**config.mk**
```make
export PLATFORM = sky130hd
export DESIGN_NAME = hdlc_rx_ctrl
export DESIGN_NICKNAME = d
export VERILOG_FILES = /design/src/rtl/hdlc_rx_pkg.sv /design/src/rtl/hdlc_rx_crc16.sv /design/src/rtl/hdlc_rx_fifo.sv /design/src/rtl/hdlc_rx_deframer.sv /design/src/rtl/hdlc_rx_ctrl.sv
export SDC_FILE = /design/constraint.sdc
export NUM_CORES = 2
export LEC_CHECK = 0
export BUFFER_PORTS_ARGS = -buffer_cell sky130_fd_sc_hd__clkbuf_2
export CORE_UTILIZATION = 45
export CTS_CLUSTER_DIAMETER = 80
export DETAILED_ROUTE_END_ITERATION = 6
export HOLD_SLACK_MARGIN = 0.12
export SLEW_MARGIN = 20
export SYNTH_ARGS = -nofsm -noshare
export SYNTH_HDL_FRONTEND = slang
export SYNTH_HIERARCHICAL = 1
export SYNTH_SLANG_ARGS = --single-unit
```
**constraint.sdc**
```tcl
create_clock -name clk -period 7.7 [get_ports clk]
set_input_delay 1.54 -clock clk [delete_from_list [all_inputs] [get_ports clk]]
set_output_delay 1.54 -clock clk [all_outputs]
set_load 0.02 [all_outputs]
```
**src/rtl/hdlc_rx_pkg.sv**
```systemverilog
package hdlc_rx_pkg;
   typedef enum logic [2:0] {
      PS_BUSY   = 3'd0,
      PS_GOOD   = 3'd1,
      PS_CRCERR = 3'd2,
      PS_ABORT  = 3'd3,
      PS_OVF    = 3'd4
   } pkt_code_e;

   localparam logic [15:0] CRC_PRESET   = 16'hFFFF;
   localparam logic [15:0] CRC_POLY_REF = 16'h8408;
   localparam logic [15:0] CRC_GOOD_RES = 16'hF0B8;
endpackage

```
**src/rtl/hdlc_rx_crc16.sv**
```systemverilog
module hdlc_rx_crc16 #(
   parameter logic [15:0] POLY = 16'h8408
) (
   input  logic [15:0] crc_in,
   input  logic [7:0]  data_in,
   output logic [15:0] crc_out
);
   always_comb begin
      logic [15:0] c;
      c = crc_in;
      for (int i = 0; i < 8; i++) begin
         if (c[0] ^ data_in[i]) c = (c >> 1) ^ POLY;
         else                   c = c >> 1;
      end
      crc_out = c;
   end
endmodule

```
**src/rtl/hdlc_rx_fifo.sv**
```systemverilog
module hdlc_rx_fifo #(
   parameter int DEPTH = 256,
   parameter int W     = 8,
   localparam int AW   = $clog2(DEPTH),
   localparam int CW   = $clog2(DEPTH + 1)
) (
   input  logic          clk,
   input  logic          rst_n,
   input  logic          clr,
   input  logic          wr_en,
   input  logic [W-1:0]  wr_data,
   input  logic          rd_en,
   output logic [W-1:0]  rd_data,
   output logic [CW-1:0] level,
   output logic          full
);
   logic [W-1:0]  mem [DEPTH];
   logic [AW-1:0] wptr, rptr;
   logic          do_wr, do_rd;

   assign full    = (level == CW'(DEPTH));
   assign do_wr   = wr_en & ~full;
   assign do_rd   = rd_en & (level != '0);
   assign rd_data = mem[rptr];

   always_ff @(posedge clk) begin
      if (do_wr) mem[wptr] <= wr_data;
   end

   always_ff @(posedge clk or negedge rst_n) begin
      if (!rst_n) begin
         wptr  <= '0;
         rptr  <= '0;
         level <= '0;
      end else if (clr) begin
         wptr  <= '0;
         rptr  <= '0;
         level <= '0;
      end else begin
         if (do_wr) wptr <= wptr + 1'b1;
         if (do_rd) rptr <= rptr + 1'b1;
         case ({do_wr, do_rd})
            2'b10:   level <= level + 1'b1;
            2'b01:   level <= level - 1'b1;
            default: level <= level;
         endcase
      end
   end
endmodule

```
**src/rtl/hdlc_rx_deframer.sv**
```systemverilog
module hdlc_rx_deframer
   import hdlc_rx_pkg::*;
#(
   parameter int STUFF_RUN = 5,
   localparam int OW       = $clog2(STUFF_RUN + 3)
) (
   input  logic      clk,
   input  logic      rst_n,
   input  logic      clr,
   input  logic      bit_in,
   input  logic      bit_vld,
   output logic      push_vld,
   output logic [7:0] push_data,
   output logic      term_vld,
   output pkt_code_e term_code
);
   localparam logic [OW-1:0] STUFF_V = OW'(STUFF_RUN);
   localparam logic [OW-1:0] FLAG_V  = OW'(STUFF_RUN + 1);
   localparam logic [OW-1:0] ABORT_V = OW'(STUFF_RUN + 2);

   logic          in_frame;
   logic [OW-1:0] ones;
   logic [2:0]    bitcnt;
   logic [7:0]    shreg, held_new, held_old;
   logic [1:0]    nb;
   logic [15:0]   crc_q, crc_upd;
   logic          is_abort, is_flag, is_data, byte_done;
   logic [7:0]    sh_nxt;

   always_comb begin
      is_abort  = bit_vld &  bit_in & (ones == ABORT_V - 1'b1);
      is_flag   = bit_vld & ~bit_in & (ones == FLAG_V);
      is_data   = bit_vld & in_frame & (ones < STUFF_V);
      sh_nxt    = {bit_in, shreg[7:1]};
      byte_done = is_data & (bitcnt == 3'd7);
   end

   hdlc_rx_crc16 #(.POLY(CRC_POLY_REF)) u_crc (
      .crc_in (crc_q),
      .data_in(sh_nxt),
      .crc_out(crc_upd)
   );

   always_ff @(posedge clk or negedge rst_n) begin
      if (!rst_n) begin
         in_frame  <= 1'b0;
         ones      <= '0;
         bitcnt    <= '0;
         shreg     <= '0;
         held_new  <= '0;
         held_old  <= '0;
         nb        <= '0;
         crc_q     <= CRC_PRESET;
         push_vld  <= 1'b0;
         push_data <= '0;
         term_vld  <= 1'b0;
         term_code <= PS_BUSY;
      end else begin
         push_vld <= 1'b0;
         term_vld <= 1'b0;
         if (clr) begin
            in_frame <= 1'b0;
            ones     <= '0;
            bitcnt   <= '0;
            nb       <= '0;
            crc_q    <= CRC_PRESET;
         end else begin
            if (bit_vld)
               ones <= bit_in ? ((ones == ABORT_V) ? ones : ones + 1'b1) : '0;
            if (is_abort) begin
               in_frame <= 1'b0;
               if (in_frame && nb != 2'd0) begin
                  term_vld  <= 1'b1;
                  term_code <= PS_ABORT;
               end
            end else if (is_flag) begin
               if (in_frame) begin
                  term_vld  <= 1'b1;
                  term_code <= (bitcnt == 3'd6 && nb == 2'd3) ?
                               ((crc_q == CRC_GOOD_RES) ? PS_GOOD : PS_CRCERR) : PS_BUSY;
               end
               in_frame <= 1'b1;
               bitcnt   <= '0;
               nb       <= '0;
               crc_q    <= CRC_PRESET;
            end else if (is_data) begin
               shreg  <= sh_nxt;
               bitcnt <= bitcnt + 3'd1;
               if (byte_done) begin
                  crc_q    <= crc_upd;
                  held_new <= sh_nxt;
                  held_old <= held_new;
                  if (nb[1]) begin
                     push_vld  <= 1'b1;
                     push_data <= held_old;
                  end
                  nb <= (nb == 2'd3) ? nb : nb + 2'd1;
               end
            end
         end
      end
   end
endmodule

```
**src/rtl/hdlc_rx_ctrl.sv**
```systemverilog
module hdlc_rx_ctrl
   import hdlc_rx_pkg::*;
#(
   parameter int FIFO_DEPTH = 256,
   parameter int STUFF_RUN  = 5
) (
   input  logic                             clk,
   input  logic                             rst_n,
   input  logic                             soft_rst,
   input  logic                             rx_bit,
   input  logic                             rx_bit_vld,
   input  logic                             rd_en,
   output logic [7:0]                       rd_data,
   output logic [7:0]                       avail_stat,
   output logic [2:0]                       pkt_status,
   input  logic                             stat_ack,
   input  logic [$clog2(FIFO_DEPTH+1)-1:0]  hwm_thr,
   input  logic                             hwm_ie,
   input  logic                             end_ie,
   output logic                             irq_hwm,
   output logic                             irq_end
);
   localparam int THR_W = $clog2(FIFO_DEPTH + 1);

   if (FIFO_DEPTH < 4 || (FIFO_DEPTH & (FIFO_DEPTH - 1)) != 0) begin : g_bad_depth
      $error("FIFO_DEPTH must be a power of two of at least 4");
   end
   if (STUFF_RUN < 2) begin : g_bad_run
      $error("STUFF_RUN must be at least 2");
   end

   logic             push_vld, term_vld, fifo_full;
   logic [7:0]       push_data;
   pkt_code_e        term_code, code_q;
   logic             pend_q, ovf_seen;
   logic [THR_W-1:0] level;
   logic [6:0]       cnt7;

   hdlc_rx_deframer #(.STUFF_RUN(STUFF_RUN)) u_deframer (
      .clk      (clk),
      .rst_n    (rst_n),
      .clr      (soft_rst),
      .bit_in   (rx_bit),
      .bit_vld  (rx_bit_vld),
      .push_vld (push_vld),
      .push_data(push_data),
      .term_vld (term_vld),
      .term_code(term_code)
   );

   hdlc_rx_fifo #(.DEPTH(FIFO_DEPTH), .W(8)) u_fifo (
      .clk    (clk),
      .rst_n  (rst_n),
      .clr    (soft_rst),
      .wr_en  (push_vld),
      .wr_data(push_data),
      .rd_en  (rd_en),
      .rd_data(rd_data),
      .level  (level),
      .full   (fifo_full)
   );

   if (THR_W > 7) begin : g_sat
      assign cnt7 = (level > THR_W'(127)) ? 7'd127 : level[6:0];
   end else begin : g_narrow
      assign cnt7 = 7'(level);
   end

   always_ff @(posedge clk or negedge rst_n) begin
      if (!rst_n) begin
         pend_q   <= 1'b0;
         code_q   <= PS_BUSY;
         ovf_seen <= 1'b0;
      end else if (soft_rst) begin
         pend_q   <= 1'b0;
         code_q   <= PS_BUSY;
         ovf_seen <= 1'b0;
      end else begin
         if (push_vld && fifo_full) ovf_seen <= 1'b1;
         if (term_vld) begin
            ovf_seen <= 1'b0;
            if (term_code != PS_BUSY) begin
               pend_q <= 1'b1;
               code_q <= ovf_seen ? PS_OVF : term_code;
            end
         end else if (stat_ack) begin
            pend_q <= 1'b0;
            code_q <= PS_BUSY;
         end
      end
   end

   assign avail_stat = {pend_q, cnt7};
   assign pkt_status = code_q;
   assign irq_hwm    = hwm_ie & (hwm_thr != '0) & (level >= hwm_thr);
   assign irq_end    = end_ie & pend_q;
endmodule

```
==> results.txt <==
Top Family by Delay on Critical Path -> compound AO/OA/AOI/OAI gates
Synth Area in Adders -> 0.370%
Cell Area, Synth -> 84600 um^2
EDFF count, synth -> 2048
DRT Wirelength -> 227000 um
Top-count cell post-synth -> edfxtp_1
Layout area overhead -> 11.6%
Pre-CTS WS -> 1.37 ns
CP max-delay cell -> a2111oi_1
CTS max path bufs -> 3
Ys async rst share -> 4.21%
# DRC -> 0
Synth Area in Compound Gates -> 3.40%
Ys Warns -> 6
CTS sink count -> 2138
XOR/XNOR Fraction of Synth Area -> 0.654%
Peak supply drop -> 0.174 mV
Final setup vio count -> 0
Top-area cell type share of the netlist area -> 72.7%
Max-slew violations -> 0
Class of the worst hold path -> flop to flop
Top post-synthesis cells by area -> edfxtp_1 (73%), mux4_2 (12%), dfrtp_1 (2.2%)
Leak -> 24.1 nW
Row count -> 158
Post-synth top cells -> edfxtp_1 (2048), mux4_2 (467), nor2_1 (311)
Mux share of post-synthesis cell area -> 14.9%
Cell repeated most along the worst path -> o21ai_1
Simple-gate share of the synthesized area -> 3.42%
Final min period -> 7.14 ns
Cts bufs inserted -> 214
Clk slew on worst S/H paths -> 0.06 ns
Layout net count -> 4359
Wirelength per Cell -> 32.6 um
Req. time, crit path -> 6.16 ns
Seq/Total Area, Yosys -> 75.4%
Power Dens Cells -> 269 nW/um^2
TritonCTS clock tree -> done
First-pass GRT wire length -> 323000 um
#FFs+latches synth -> 2138
Worst Clk Skew -> 0.0361 ns
Input/output buffers -> 38
Final core utilization -> 50.7%
RSZ-0062 raised after global routing -> false
Dpl cell area -> 87600 um^2
Fmax -> 140 MHz
Worst slew pin tran -> 1.31 ns
Clk root buf -> clkbuf_16
Largest fanout on the critical path -> 37
Critical Path Sink Type -> output port
Tcrit/Tclk final -> 92.7%
Hold bufs inserted after CTS -> 0
Routed vias -> 43280
Mean post-synth cell area -> 20.1 um^2
DR iter-0 viols -> 5786
Overflow after GRT -> 0
HPWL after detailed placement -> 139000 um
Total Routing Usage GR -> 23.9%
Initial antenna violation count -> 7
Clk_lat worst skew -> 0.85 ns
Main synth FF type -> edfxtp_1
Max-slew headroom -> 12.4%
Vias per std cell -> 6.21
Largest net degree at the start of global routing -> 209
Largest family of logic cells by synthesized area -> multiplexers
Arrival @ worst endpoint -> 5.60 ns
# H-tree levels -> 4
Buf/Inv on CP -> 2
Core area -> 186000 um^2
Initial core utilization -> 45.5%
Post-route ant nets -> 0
Cells along the critical path -> buf_4, mux4_2, mux2i_1, o22ai_1, a2111oi_1, o21ai_1, o21ai_1, a211oi_1, clkbuf_2
Setup slack after layout -> 0.561 ns
Die W -> 436 um
Syn nets -> 4244
Worst setup path category -> flop to output port
MaxCap Viol Count -> 0
Detailed-router iteration count before antenna repair -> 5
Cts repair resizes -> 0
Startpoint types -> flop
Mapped Cells -> 4201
Synth area leader -> edfxtp_1
Filler cells -> 14652
Status -> finished, final reports clean
Vias in the first global route -> 42845
Final Cell Area -> 94300 um^2
Die area -> 190000 um^2
Final hold vios -> 0
Setup Fix Bufs, Post-CTS -> 0
Layout cells sized above 1 -> 22.8%
Netlist cell types -> 90
# IOs -> 39
Max stage delay on crit path -> 1.07 ns
Setup TNS -> 0 ns
Die H -> 436 um
GPL Wtd Cong -> 0.863
==> cell usage in the layout, fill, tap and decap left out, drive strengths merged, types with 5 or more instances in the layout <==
| master | Yosys | routed |
|---|---|---|
| edfxtp | 2048 | 2048 |
| mux4 | 467 | 467 |
| nor2 | 313 | 313 |
| clkbuf | 97 | 304 |
| mux2i | 161 | 161 |
| nand2 | 126 | 126 |
| buf | 157 | 117 |
| clkinv | 0 | 93 |
| a22oi | 75 | 75 |
| dfrtp | 74 | 74 |
| a21oi | 63 | 63 |
| nor3 | 59 | 59 |
| nand3 | 42 | 42 |
| inv | 30 | 41 |
| o21ai | 39 | 39 |
| mux2 | 39 | 39 |
| a211oi | 33 | 33 |
| a221oi | 30 | 30 |
| o22ai | 28 | 28 |
| o221ai | 28 | 28 |
| ha | 25 | 25 |
| a22o | 24 | 24 |
| xnor2 | 22 | 22 |
| nor2b | 20 | 20 |
| dfstp | 16 | 16 |
| or3 | 15 | 15 |
| bufinv | 0 | 15 |
| xor2 | 14 | 14 |
| a2111oi | 13 | 13 |
| and2 | 13 | 13 |
| nand4 | 12 | 12 |
| a31oi | 11 | 11 |
| nand2b | 9 | 9 |
| nor4 | 8 | 8 |
| and3 | 7 | 7 |
| o31ai | 6 | 6 |
| xnor3 | 5 | 5 |
| a211o | 5 | 5 |
==> path summary, 6_finish.rpt <==
check | startpoint | end | slack (ns) | depth (start not counted)
min in group asynchronous | rst_n | u_deframer/shreg[7]$_DFFE_PN0P_ | 0.64 | 1
max | u_fifo/rptr[0]$_DFFE_PN0P_ | rd_data[5] | 0.56 | 9
min | u_deframer/held_old[2]$_DFFE_PN0P_ | u_deframer/push_data[2]$_DFFE_PN0P_ | 0.50 | 1
max reg2reg | u_fifo/level[1]$_DFFE_PN0P_ | u_fifo/level[8]$_DFFE_PN0P_ | 3.73 | 12
min reg2reg | u_deframer/held_old[2]$_DFFE_PN0P_ | u_deframer/push_data[2]$_DFFE_PN0P_ | 0.50 | 1
max in group asynchronous | rst_n | u_fifo/rptr[0]$_DFFE_PN0P_ | 5.69 | 2
==> report_power, final <==
| part | internal, mW | switching (mW) |
|---|---|---|
| clock network | 5.68 | 4.37 |
| registers | 12.6 | 0.161 |
| logic | 1.12 | 1.47 |
| total | 19.4 | 6.00 |
==> worst register-to-register path, cell delays in order, from the launching register on <==
cell and delay [ns]:
dfrtp_1 0.51, or4_4 0.63, o31a_1 0.54, nand2_1 0.43, inv_1 0.24, ha_1 0.39, nand2_1 0.07, o31ai_1 0.28
o21ai_0 0.14, nand2_1 0.08, o21ai_0 0.11, o311ai_2 0.27, o211ai_2 0.13
==> area by class of cell <==
class,count,area (um^2),share of cell area (%)
diodes,2,5.00,0.00530
clock buffers,268,5630,5.97
clock inverters,121,1100,1.16
inverters,30,115,0.122
multi-input cells,1779,19300,20.5
flip-flops and latches,2138,63800,67.6
well taps,2480,3100,3.29
repair buffers,153,1270,1.35
==> sequential cells by signal, indices dropped and copies added (netlist names) <==
name and cells:
u_deframer/push_vld 1, u_deframer/term_code 2, u_deframer/in_frame 1, u_deframer/held_old 8, pkt_status 3, u_deframer/term_vld 1, u_fifo/wptr 8, u_deframer/bitcnt 3
u_deframer/push_data 8, ovf_seen 1, u_deframer/crc_q 16, u_deframer/held_new 8, u_fifo/rptr 8, u_deframer/shreg 7, u_deframer/nb 2, u_fifo/mem 2048
u_deframer/ones 3, pend_q 1, u_fifo/level 9
==> stage by stage <==
| stage | cells | hold slack (ns) | power (mW) |
|---|---|---|---|
| floorplan | 4201 | 0.475 | 15.1 |
| global placement | 6578 | 0.487 | 15.6 |
| detailed placement | 6578 | 0.491 | 15.6 |
| CTS | 6967 | 0.509 | 25.6 |
| global route | 6971 | 0.520 | 26.1 |
| finish | 6971 | 0.502 | 25.4 |
==> layer usage <==
layer / up-vias / GRT usage (%) / share of wire (%)
met1: 23147 / 34.1 / 41
met4: 6 / 7.53 / 3.3
met2: 2182 / 36.0 / 46
met5: - / 0 / 0.018
li1: 17541 / - / -
met3: 404 / 6.23 / 10
==> cells by family after synthesis <==
| family | count (synthesis) |
|---|---|
| compound gates | 395 |
| xor+xnor | 45 |
| fa+ha+maj | 25 |
| buf+inv | 284 |
| flops | 2138 |
| mux | 667 |
| other cells | 1 |
| simple gates | 646 |
(Power assumes the default switching activity.)
